## src/rtl/spi_crc_pkg.sv

```systemverilog
package spi_crc_pkg;
  localparam int MAX_W  = 16;
  localparam int HALF_W = MAX_W / 2;
  typedef logic [MAX_W-1:0]  word_t;
  typedef logic [HALF_W-1:0] half_t;

  // one whole frame, MSB first; 8-bit crc kept in the low half
  function automatic word_t crc_step(word_t crc, word_t data, word_t poly,
                                     logic crc16, logic frame16);
    word_t c;
    logic  top;
    c = crc;
    for (int i = MAX_W - 1; i >= 0; i--) begin
      if (frame16 || i < HALF_W) begin
        top = crc16 ? c[MAX_W-1] : c[HALF_W-1];
        c   = c << 1;
        if (top ^ data[i]) c = c ^ poly;
        if (!crc16) c[MAX_W-1:HALF_W] = '0;
      end
    end
    return c;
  endfunction
endpackage

```

## src/rtl/spi_crc_acc.sv

```systemverilog
module spi_crc_acc
  import spi_crc_pkg::*;
(
  input  logic  clk_i,
  input  logic  rst_ni,
  input  logic  clr_i,
  input  logic  upd_i,
  input  word_t data_i,
  input  word_t poly_i,
  input  logic  crc16_i,
  input  logic  frame16_i,
  output word_t crc_o
);
  word_t crc_q;

  always_ff @(posedge clk_i or negedge rst_ni) begin
    if (!rst_ni)    crc_q <= '0;
    else if (clr_i) crc_q <= '0;
    else if (upd_i) crc_q <= crc_step(crc_q, data_i, poly_i, crc16_i, frame16_i);
  end

  assign crc_o = crc_q;
endmodule

```

## src/rtl/spi_crc_seq.sv

```systemverilog
module spi_crc_seq
  import spi_crc_pkg::*;
(
  input  logic  clk_i,
  input  logic  rst_ni,
  input  logic  crc_en_i,
  input  logic  next_set_i,
  input  logic  frame_done_i,
  input  logic  crc16_i,
  input  logic  frame16_i,
  input  logic  err_clr_i,
  input  word_t tx_data_i,
  input  word_t rx_data_i,
  input  word_t tx_crc_i,
  input  word_t rx_crc_i,
  output logic  clr_o,
  output logic  upd_o,
  output word_t tx_word_o,
  output logic  phase_o,
  output logic  next_o,
  output logic  err_o
);
  logic  en_q, phase_q, idx_q, next_q, err_q;
  half_t hi_q;
  logic  two_frames, last_crc, mismatch;
  word_t rx_val;

  assign two_frames = crc16_i & ~frame16_i;
  assign clr_o      = crc_en_i & ~en_q;
  assign upd_o      = crc_en_i & frame_done_i & ~phase_q;
  assign last_crc   = crc_en_i & phase_q & frame_done_i & (~two_frames | idx_q);

  always_comb begin
    if (two_frames)     rx_val = {hi_q, rx_data_i[HALF_W-1:0]};
    else if (frame16_i) rx_val = rx_data_i;
    else                rx_val = {{HALF_W{1'b0}}, rx_data_i[HALF_W-1:0]};
  end
  assign mismatch = last_crc & (rx_val != rx_crc_i);

  always_comb begin
    if (!phase_q)        tx_word_o = tx_data_i;
    else if (!two_frames) tx_word_o = tx_crc_i;
    else if (!idx_q)     tx_word_o = {{HALF_W{1'b0}}, tx_crc_i[MAX_W-1:HALF_W]};
    else                 tx_word_o = {{HALF_W{1'b0}}, tx_crc_i[HALF_W-1:0]};
  end

  always_ff @(posedge clk_i or negedge rst_ni) begin
    if (!rst_ni) begin
      en_q    <= 1'b0;
      phase_q <= 1'b0;
      idx_q   <= 1'b0;
      next_q  <= 1'b0;
      hi_q    <= '0;
    end else begin
      en_q <= crc_en_i;
      if (!crc_en_i) begin
        phase_q <= 1'b0;
        idx_q   <= 1'b0;
        next_q  <= 1'b0;
      end else begin
        if (frame_done_i && next_q && !phase_q) begin
          phase_q <= 1'b1;
          idx_q   <= 1'b0;
          next_q  <= 1'b0;
        end else if (frame_done_i && phase_q) begin
          if (last_crc) begin
            phase_q <= 1'b0;
            idx_q   <= 1'b0;
          end else begin
            idx_q <= 1'b1;
            hi_q  <= rx_data_i[HALF_W-1:0];
          end
        end
        if (next_set_i) next_q <= 1'b1;
      end
    end
  end

  always_ff @(posedge clk_i or negedge rst_ni) begin
    if (!rst_ni)        err_q <= 1'b0;
    else if (mismatch)  err_q <= 1'b1;
    else if (err_clr_i) err_q <= 1'b0;
  end

  assign phase_o = phase_q;
  assign next_o  = next_q;
  assign err_o   = err_q;
endmodule

```

## src/rtl/spi_crc_unit.sv

```systemverilog
module spi_crc_unit
  import spi_crc_pkg::*;
(
  input  logic              clk_i,
  input  logic              rst_ni,
  input  logic              crc_en_i,
  input  logic              crc_next_set_i,
  input  logic              crc16_i,
  input  logic              frame16_i,
  input  logic [MAX_W-1:0]  poly_i,
  input  logic              err_clr_i,
  input  logic              frame_done_i,
  input  logic [MAX_W-1:0]  tx_data_i,
  input  logic [MAX_W-1:0]  rx_data_i,
  output logic [MAX_W-1:0]  tx_word_o,
  output logic              crc_phase_o,
  output logic              crc_next_o,
  output logic              crc_err_o,
  output logic [MAX_W-1:0]  tx_crc_o,
  output logic [MAX_W-1:0]  rx_crc_o
);
  localparam int N_ACC = 2;

  logic  clr, upd;
  word_t acc_data [N_ACC];
  word_t acc_crc  [N_ACC];

  assign acc_data[0] = tx_data_i;
  assign acc_data[1] = rx_data_i;

  for (genvar g = 0; g < N_ACC; g++) begin : g_acc
    spi_crc_acc u_acc (
      .clk_i     (clk_i),
      .rst_ni    (rst_ni),
      .clr_i     (clr),
      .upd_i     (upd),
      .data_i    (acc_data[g]),
      .poly_i    (poly_i),
      .crc16_i   (crc16_i),
      .frame16_i (frame16_i),
      .crc_o     (acc_crc[g])
    );
  end

  assign tx_crc_o = acc_crc[0];
  assign rx_crc_o = acc_crc[1];

  spi_crc_seq u_seq (
    .clk_i        (clk_i),
    .rst_ni       (rst_ni),
    .crc_en_i     (crc_en_i),
    .next_set_i   (crc_next_set_i),
    .frame_done_i (frame_done_i),
    .crc16_i      (crc16_i),
    .frame16_i    (frame16_i),
    .err_clr_i    (err_clr_i),
    .tx_data_i    (tx_data_i),
    .rx_data_i    (rx_data_i),
    .tx_crc_i     (acc_crc[0]),
    .rx_crc_i     (acc_crc[1]),
    .clr_o        (clr),
    .upd_o        (upd),
    .tx_word_o    (tx_word_o),
    .phase_o      (crc_phase_o),
    .next_o       (crc_next_o),
    .err_o        (crc_err_o)
  );
endmodule

```

## config.mk

```make
export PLATFORM = sky130hd
export DESIGN_NAME = spi_crc_unit
export DESIGN_NICKNAME = d
export VERILOG_FILES = /design/src/rtl/spi_crc_pkg.sv /design/src/rtl/spi_crc_acc.sv /design/src/rtl/spi_crc_seq.sv /design/src/rtl/spi_crc_unit.sv
export SDC_FILE = /design/constraint.sdc
export NUM_CORES = 1
export LEC_CHECK = 0
export BUFFER_PORTS_ARGS = -buffer_cell sky130_fd_sc_hd__buf_2
export CORE_UTILIZATION = 59
export DETAILED_ROUTE_END_ITERATION = 7
export HOLD_SLACK_MARGIN = 0.02
export PLACE_DENSITY = 0.75
export SLEW_MARGIN = 30
export SYNTH_ARGS = -nofsm -noshare
export SYNTH_HDL_FRONTEND = slang
export SYNTH_SLANG_ARGS = --single-unit
export TNS_END_PERCENT = 5
```

## constraint.sdc

```tcl
create_clock -name clk_i -period 14.5 [get_ports clk_i]
set_clock_uncertainty 0.05 [all_clocks]
set_input_delay 2.9 -clock clk_i [delete_from_list [all_inputs] [get_ports clk_i]]
set_output_delay 2.9 -clock clk_i [all_outputs]
set_load 0.02 [all_outputs]
```

==> metrics.txt, run 1 <==
port bufs=106; Routed WL per cell=23.4 microns; Post-synth ARST share=100%; Hold/Removal Path Class=reg -> reg; status=complete, but fails checks; XOR/XNOR Fraction of Synth Area=30.3%; RSZ-0062 raised after global routing=yes; initial DRC count=approximately 2,000; yosys warns=0; Root Buffer=clkbuf_16; Antenna Nets Post-Route=0; count leader, synth=nand2_1; CP peak stage delay=0.53 ns; Mapped Nets=2,158; critical hold path startpoint=u_seq.hi_q[2]$_DFFE_PN0P_; Post-DP HPWL=41,300 microns; crit share post-route=99.6%; Via density=6.54; Psw=2.89 mW; Routed WL=59,700 microns; grt total ovfl=0; leading post-synthesis cells by cell area=xnor2_1 23%, nand2_1 13%, dfrtp_1 7.9%; CTS H-tree lvls=2; failing checks=DRC; Initial Util=60.2%; Worst R2R End=g_acc[0].u_acc.crc_o[13]$_DFFE_PN0P_; layout cell share with drive strength beyond 1=21.9%; num rows=56; final setup TNS=0 ns; Tightest Pin Transition=0.843 ns; critical path endpoint category=flip-flop; Mapped Area=0.0142 sq mm; Worst Setup Start Kind=input pin; Sequential Power Share=4.1%; Worst path slowest cell=or4_1; Hold WS=~0.46 ns; core box area=about 0.024 sq mm; post-synthesis compound-gate area fraction=18.7%; Layout Nets=between 2,000 and 2,500; RD Place Congestion=1.03; Worst-path clk slew=0.07 ns; Synth Instances=2,102; R2R Setup Slk=about 2.2 ns; Area after DPL=0.0156 sq mm; Peak supply drop=0.513 mV; Die Y=157 microns; Worst Path Arrival=around 15 ns; Switching Fraction=52.5%; clk buf depth=2; adder-cell share of the synthesized area=0%; Worst path most repeated cell=xnor2_1; vias in the first global route=about 15,000; cell count after placement=2,516; largest family of logic cells by synthesized area=simple AND/OR/NAND/NOR gates; post-synthesis sequential area ratio=under 10%; top cells by count, synth=494 x nand2_1, 375 x xnor2_1, 140 x nor2_1; initial antenna violation count=2; Max Fclk=0.0692 GHz; 1st-pass router iterations=8; CTS tree=yes; Tot GR Track Use=between 40% and 50%; Yosys reg bits=45; Simple-Gate Fraction of Synth Area=a little under a third; Lkg Pwr=6.80 nW; crit path from=poly_i[15]; CTS buffer count=5; crit-path max FO=40; Clk pwr share=about 2.2%; Post-synth EDFFs=0; total I/O pin count=roughly 110; Finished Cell Area=roughly 0.017 sq mm; dominant synthesized flop cell=dfrtp_1; DIE AREA=0.0247 sq mm; clk sinks=between 40 and 50; post-synth top area share=23.2%; leading area contributor after synthesis=xnor2_1; Max Slew Vio Count=0; Hold Buf Count CTS=0; worst setup path class=in -> reg; unique cell type count in the Yosys netlist=119; R2R cell count=48; Post-Syn Area per Cell=6.74 sq um; Via Count=approximately 17,000; Hold Violations, Final=0; Die Wd=157 microns; crit path to=g_acc[1].u_acc.crc_o[1]$_DFFE_PN0P_; Rel. slew slack=43.8%; final setup fails=0; fin crit period=roughly 14 ns; reg2reg start=g_acc[0].u_acc.crc_o[7]$_DFFE_PN0P_; P&R area growth vs syn=17.5%; Skew-Pair Late Insertion Delay=~0.3 ns; first-pass GRT wire length=86,400 microns; Remaining DRCs=1; Max-Cap Viols=0; Comb power frac=93.7%; Non-Filler Instances=roughly 2,600; Internal Power=2.61 mW; largest net degree at the start of global routing=64; WP data required=14.61 ns; power density cells=330 mW/mm^2; mux contribution to synthesized area=5.45%
stage by stage:
| stage | setup WS [ns] | total power [mW] | util [%] |
|---|---|---|---|
| final | 0.0580 | 5.49 | 70.8 |
| after floorplan | 0.311 | 3.69 | - |
| after CTS | -0.0225 | 4.96 | 66.8 |
| after global placement | -0.0612 | 4.74 | 66.1 |
| after global routing | -0.230 | 5.83 | 70.8 |
| after detailed placement | -0.320 | 4.80 | 66.1 |
metal layers:
layer  vias up  global-route usage [%]  routed length (microns)
met3       304                    9.80                     7650
met4         2                    30.1                     4480
li1       7458                       -                        -
met1      7728                    58.6                    21900
met2      1192                    71.3                    25700
met5         -                       0                       13
sequential cells by signal (all words and copies together), names as in the netlist:
register           cells
u_seq.next_o           1
u_seq.phase_o          1
u_seq.hi_q             8
g_acc.u_acc.crc_o     32
u_seq.err_o            1
u_seq.en_q             1
u_seq.idx_q            1
power by group through the flow:
stage	sequential, mW	combinational (mW)	clock [mW]
2_1_floorplan	0.207	3.48	0
3_3_place_gp	0.219	4.52	0
3_5_place_dp	0.220	4.58	0
4_1_cts	0.218	4.62	0.122
5_1_grt	0.221	5.48	0.125
6_report	0.225	5.15	0.121
repair_timing:
item	4_1_cts	5_1_grt
hold endpoints to repair	0	0
resized for setup	1	135
endpoints found under the setup margin	7	32
pin swaps	0	61
buffers inserted	0	22
gates cloned	0	5
kinds of logic after synthesis:
kind of cell	count (synthesis)
AOI/OAI and AO/OA	370
xor gates and xnor gates	470
buffers and inverters	201
DFF	45
muxes	62
and+or+nand+nor	954
critical path: cells and delay by family:
kind / cells / cell delay (ns)
buf+inv: 6 / 1.30
mux: 4 / 0.97
xor+xnor: 8 / 1.87
compound gates: 17 / 4.39
simple gates: 14 / 3.10
cell type report:
cell class	count	area [sq um]
tap	319	399
clock inverter	3	21.3
fill	2040	6880
multi-input combinational	1858	12900
timing repair buffer	280	1890
inverter	41	154
sequential	45	1130
clock buffer	5	125
antenna	2	5.00
cells in the final DEF (no fill, tap or decap), types with 33 or more instances in the layout:
master	n
a21oi_1	76
buf_2	105
inv_1	35
xor2_1	77
o21ai_1	37
nor2_1	136
o21ai_0	52
nand3_1	46
buf_4	167
xnor2_1	363
nor3_1	33
dfrtp_1	44
nand2_1	492
worst min path at each step:
stage,to,slack (ns),cells after the start
4_1_cts,u_seq.hi_q[2]$_DFFE_PN0P_,0.46,1
5_1_grt,u_seq.hi_q[6]$_DFFE_PN0P_,0.48,1
2_1_floorplan,u_seq.hi_q[2]$_DFFE_PN0P_,0.43,1
3_5_place_dp,u_seq.hi_q[2]$_DFFE_PN0P_,0.44,1
6_report,u_seq.hi_q[2]$_DFFE_PN0P_,0.46,1
3_3_place_gp,u_seq.hi_q[2]$_DFFE_PN0P_,0.44,1
Power figures use the tool's default switching activity.
==> inputs of run 2 (changes only) <==
Clock period 14.5 ns to 17.5 ns, I/O delays scaled along.
==> run 2 against run 1 <==
Effect of this change:
- the flow now finishes without violations
- non-clock buffer count fell by 124
- combinational power is 30% lower
- core utilization shrank 7.0 points
- largest power group unchanged
- cell count down 5.0%
- worst setup slack improved by 0.79 ns
- highest routed layer unchanged
- first-iteration DRC count fell by 12%
- sequential share of layout area is 0.74 points higher
==> metrics.txt, run 2 (synthesis gave the netlist of run 1 again) <==
Max-Cap Viols=0 (unchanged); hold path depth=1 (unchanged); status=complete, no violations (was complete, but fails checks); final setup TNS=0 ns (unchanged); final setup fails=0 (unchanged); layout cell share with drive strength beyond 1=13.2% (was 21.9%); power density cells=259 mW/mm^2 (was 330 mW/mm^2); num rows=56 (unchanged); Initial Util=60.2% (unchanged); Die Y=157 microns (unchanged); Routed WL=56,900 microns (was 59,700 microns); clk sinks=45 (unchanged); Via density=6.56 (was 6.54); setup repair bufs after CTS=0 (unchanged); CTS tree=yes (unchanged); DIE AREA=0.0247 sq mm (unchanged); vias in the first global route=14,400 (was 14,900); Antenna Nets Post-Route=0 (unchanged); Area after DPL=0.0148 sq mm (was 0.0156 sq mm); Worst Path Arrival=16.79 ns (was 14.55 ns); max FFs per register=32 (unchanged); R2R cell count=42 (was 48); Post-DP HPWL=40,100 microns (was 41,300 microns); crit share post-route=a little over nine tenths; RSZ-0062 raised after global routing=no (was yes); critical path endpoint category=flip-flop (unchanged); # diodes=0 (was 2); 1st-pass router iterations=6 (was 8); Via Count=15,900 (was 16,700); Remaining DRCs=0 (was 1); fin crit period=16.65 ns; WP data required=17.64 ns (was 14.61 ns); crit-path max FO=26 (was 40); Worst-path clk slew=0.07 ns (about the same); Lkg Pwr=6.03 nW (was 6.80 nW); clk buf depth=2 (unchanged); Layout Nets=2,161 (was 2,287); core box area=0.0235 sq mm (unchanged); initial antenna violation count=1 (was 2); Worst Setup Start Kind=input pin (unchanged); Hold/Removal Path Class=reg -> reg (unchanged); Routed WL per cell=23.5 microns (was 23.4 microns); initial DRC count=1,789 (was 2,032); Die Wd=157 microns (unchanged); Worst path slowest cell=o41ai_1 (was or4_1); Tot GR Track Use=45.6% (was 46.4%); commonest cells after routing, fill and taps aside=493 x nand2_1, 375 x xnor2_1, 139 x nor2_1 (was 492 x nand2_1, 363 x xnor2_1, 167 x buf_4); P&R area growth vs syn=5.92% (was 17.5%); Rel. slew slack=41.6% (was 43.8%); CTS H-tree lvls=2 (unchanged); Finished Cell Area=0.0150 sq mm (was 0.0167 sq mm); Tightest Pin Transition=0.873 ns (was 0.843 ns); RD Place Congestion=1.03 (about the same); total I/O pin count=107 (unchanged); Max Slew Vio Count=0 (unchanged); Max Fclk=roughly 0.06 GHz; Peak supply drop=0.319 mV (was 0.513 mV); first-pass GRT wire length=85,100 microns (was 86,400 microns); most common cell after layout, fill and taps aside=nand2_1 (unchanged); Hold Violations, Final=0 (unchanged); worst setup path class=in -> reg (unchanged); Root Buffer=clkbuf_16 (unchanged); grt total ovfl=0 (unchanged); largest net degree at the start of global routing=67 (was 64); CP peak stage delay=0.77 ns (was 0.53 ns); CTS buffer count=5 (unchanged); port bufs=106 (unchanged); Skew-Pair Late Insertion Delay=0.29 ns (was 0.30 ns)
run 2: cell count changes in the layout (fill, tap and decap cells not counted), moves of 8 or more:
cell,before,now
buf_4,167,50
mux2i_1,24,32
nor3_1,33,43
xnor2_1,363,375
xnor2_2,16,5
run 2: timing repair:
item                                    CTS  global route
resized for setup                         0             8
hold buffers                              0             0
endpoints found under the setup margin    0            16
run 2: per-stage QoR:
stage	setup WS (ns)	total power, mW	util [%]	hold slack, ns	cells
finish	0.851	3.89	63.8	0.458	2425
global route	0.0392	4.15	63.8	0.471	2425
CTS	0.612	3.83	63.6	0.459	2425
detailed placement	0.355	3.69	62.9	0.444	2417
global placement	0.481	3.65	62.8	0.441	2417
floorplan	2.71	3.06	-	0.426	2102
run 2: routing by layer:
metal / up-vias / wire [microns] / global-route usage [%]
met1: 7454 / 22000 / 57.8
met4: 2 / 3850 / 25.9
met2: 986 / 24600 / 71.8
met3: 265 / 6490 / 9.39
met5: - / 16 / 0
li1: 7190 / - / -
run 2: path summary, 6_finish.rpt:
check                                                          from                              endpoint  slack (ns)
max in group asynchronous                                    rst_ni             u_seq.hi_q[4]$_DFFE_PN0P_       13.79
worst min-delay path                      u_seq.hi_q[2]$_DFFE_PN0P_             u_seq.hi_q[2]$_DFFE_PN0P_        0.46
worst max register to register  g_acc[0].u_acc.crc_o[7]$_DFFE_PN0P_  g_acc[0].u_acc.crc_o[10]$_DFFE_PN0P_        3.50
worst max-delay path                                        crc16_i  g_acc[0].u_acc.crc_o[10]$_DFFE_PN0P_        0.85
min in group asynchronous                                    rst_ni              u_seq.next_o$_DFFE_PN0P_        3.15
worst min register to register            u_seq.hi_q[2]$_DFFE_PN0P_             u_seq.hi_q[2]$_DFFE_PN0P_        0.46
run 2: layout make-up:
type,instances,area [sq um]
Multi-Input combinational cell,1856,12200
Fill cell,2232,8530
Sequential cell,45,1130
Clock inverter,2,37.5
Inverter,41,154
Timing Repair Buffer,156,921
Tap cell,319,399
Clock buffer,6,139
run 2: critical path, delay by kind of cell:
family,cells,cell delay [ns]
AO/OA/AOI/OAI,20,6.80
XOR/XNOR,5,1.54
AND/OR/NAND/NOR,11,2.45
buffers and inverters,1,0.10
multiplexers,6,2.36
run 2: power by group:
group / switching [mW] / leakage, nW / total (mW) / internal, mW
Clock: 0.0433 / 0.0831 / 0.115 / 0.0714
Sequential: 0.0625 / 0.604 / 0.189 / 0.126
Combinational: 2.03 / 5.34 / 3.59 / 1.56
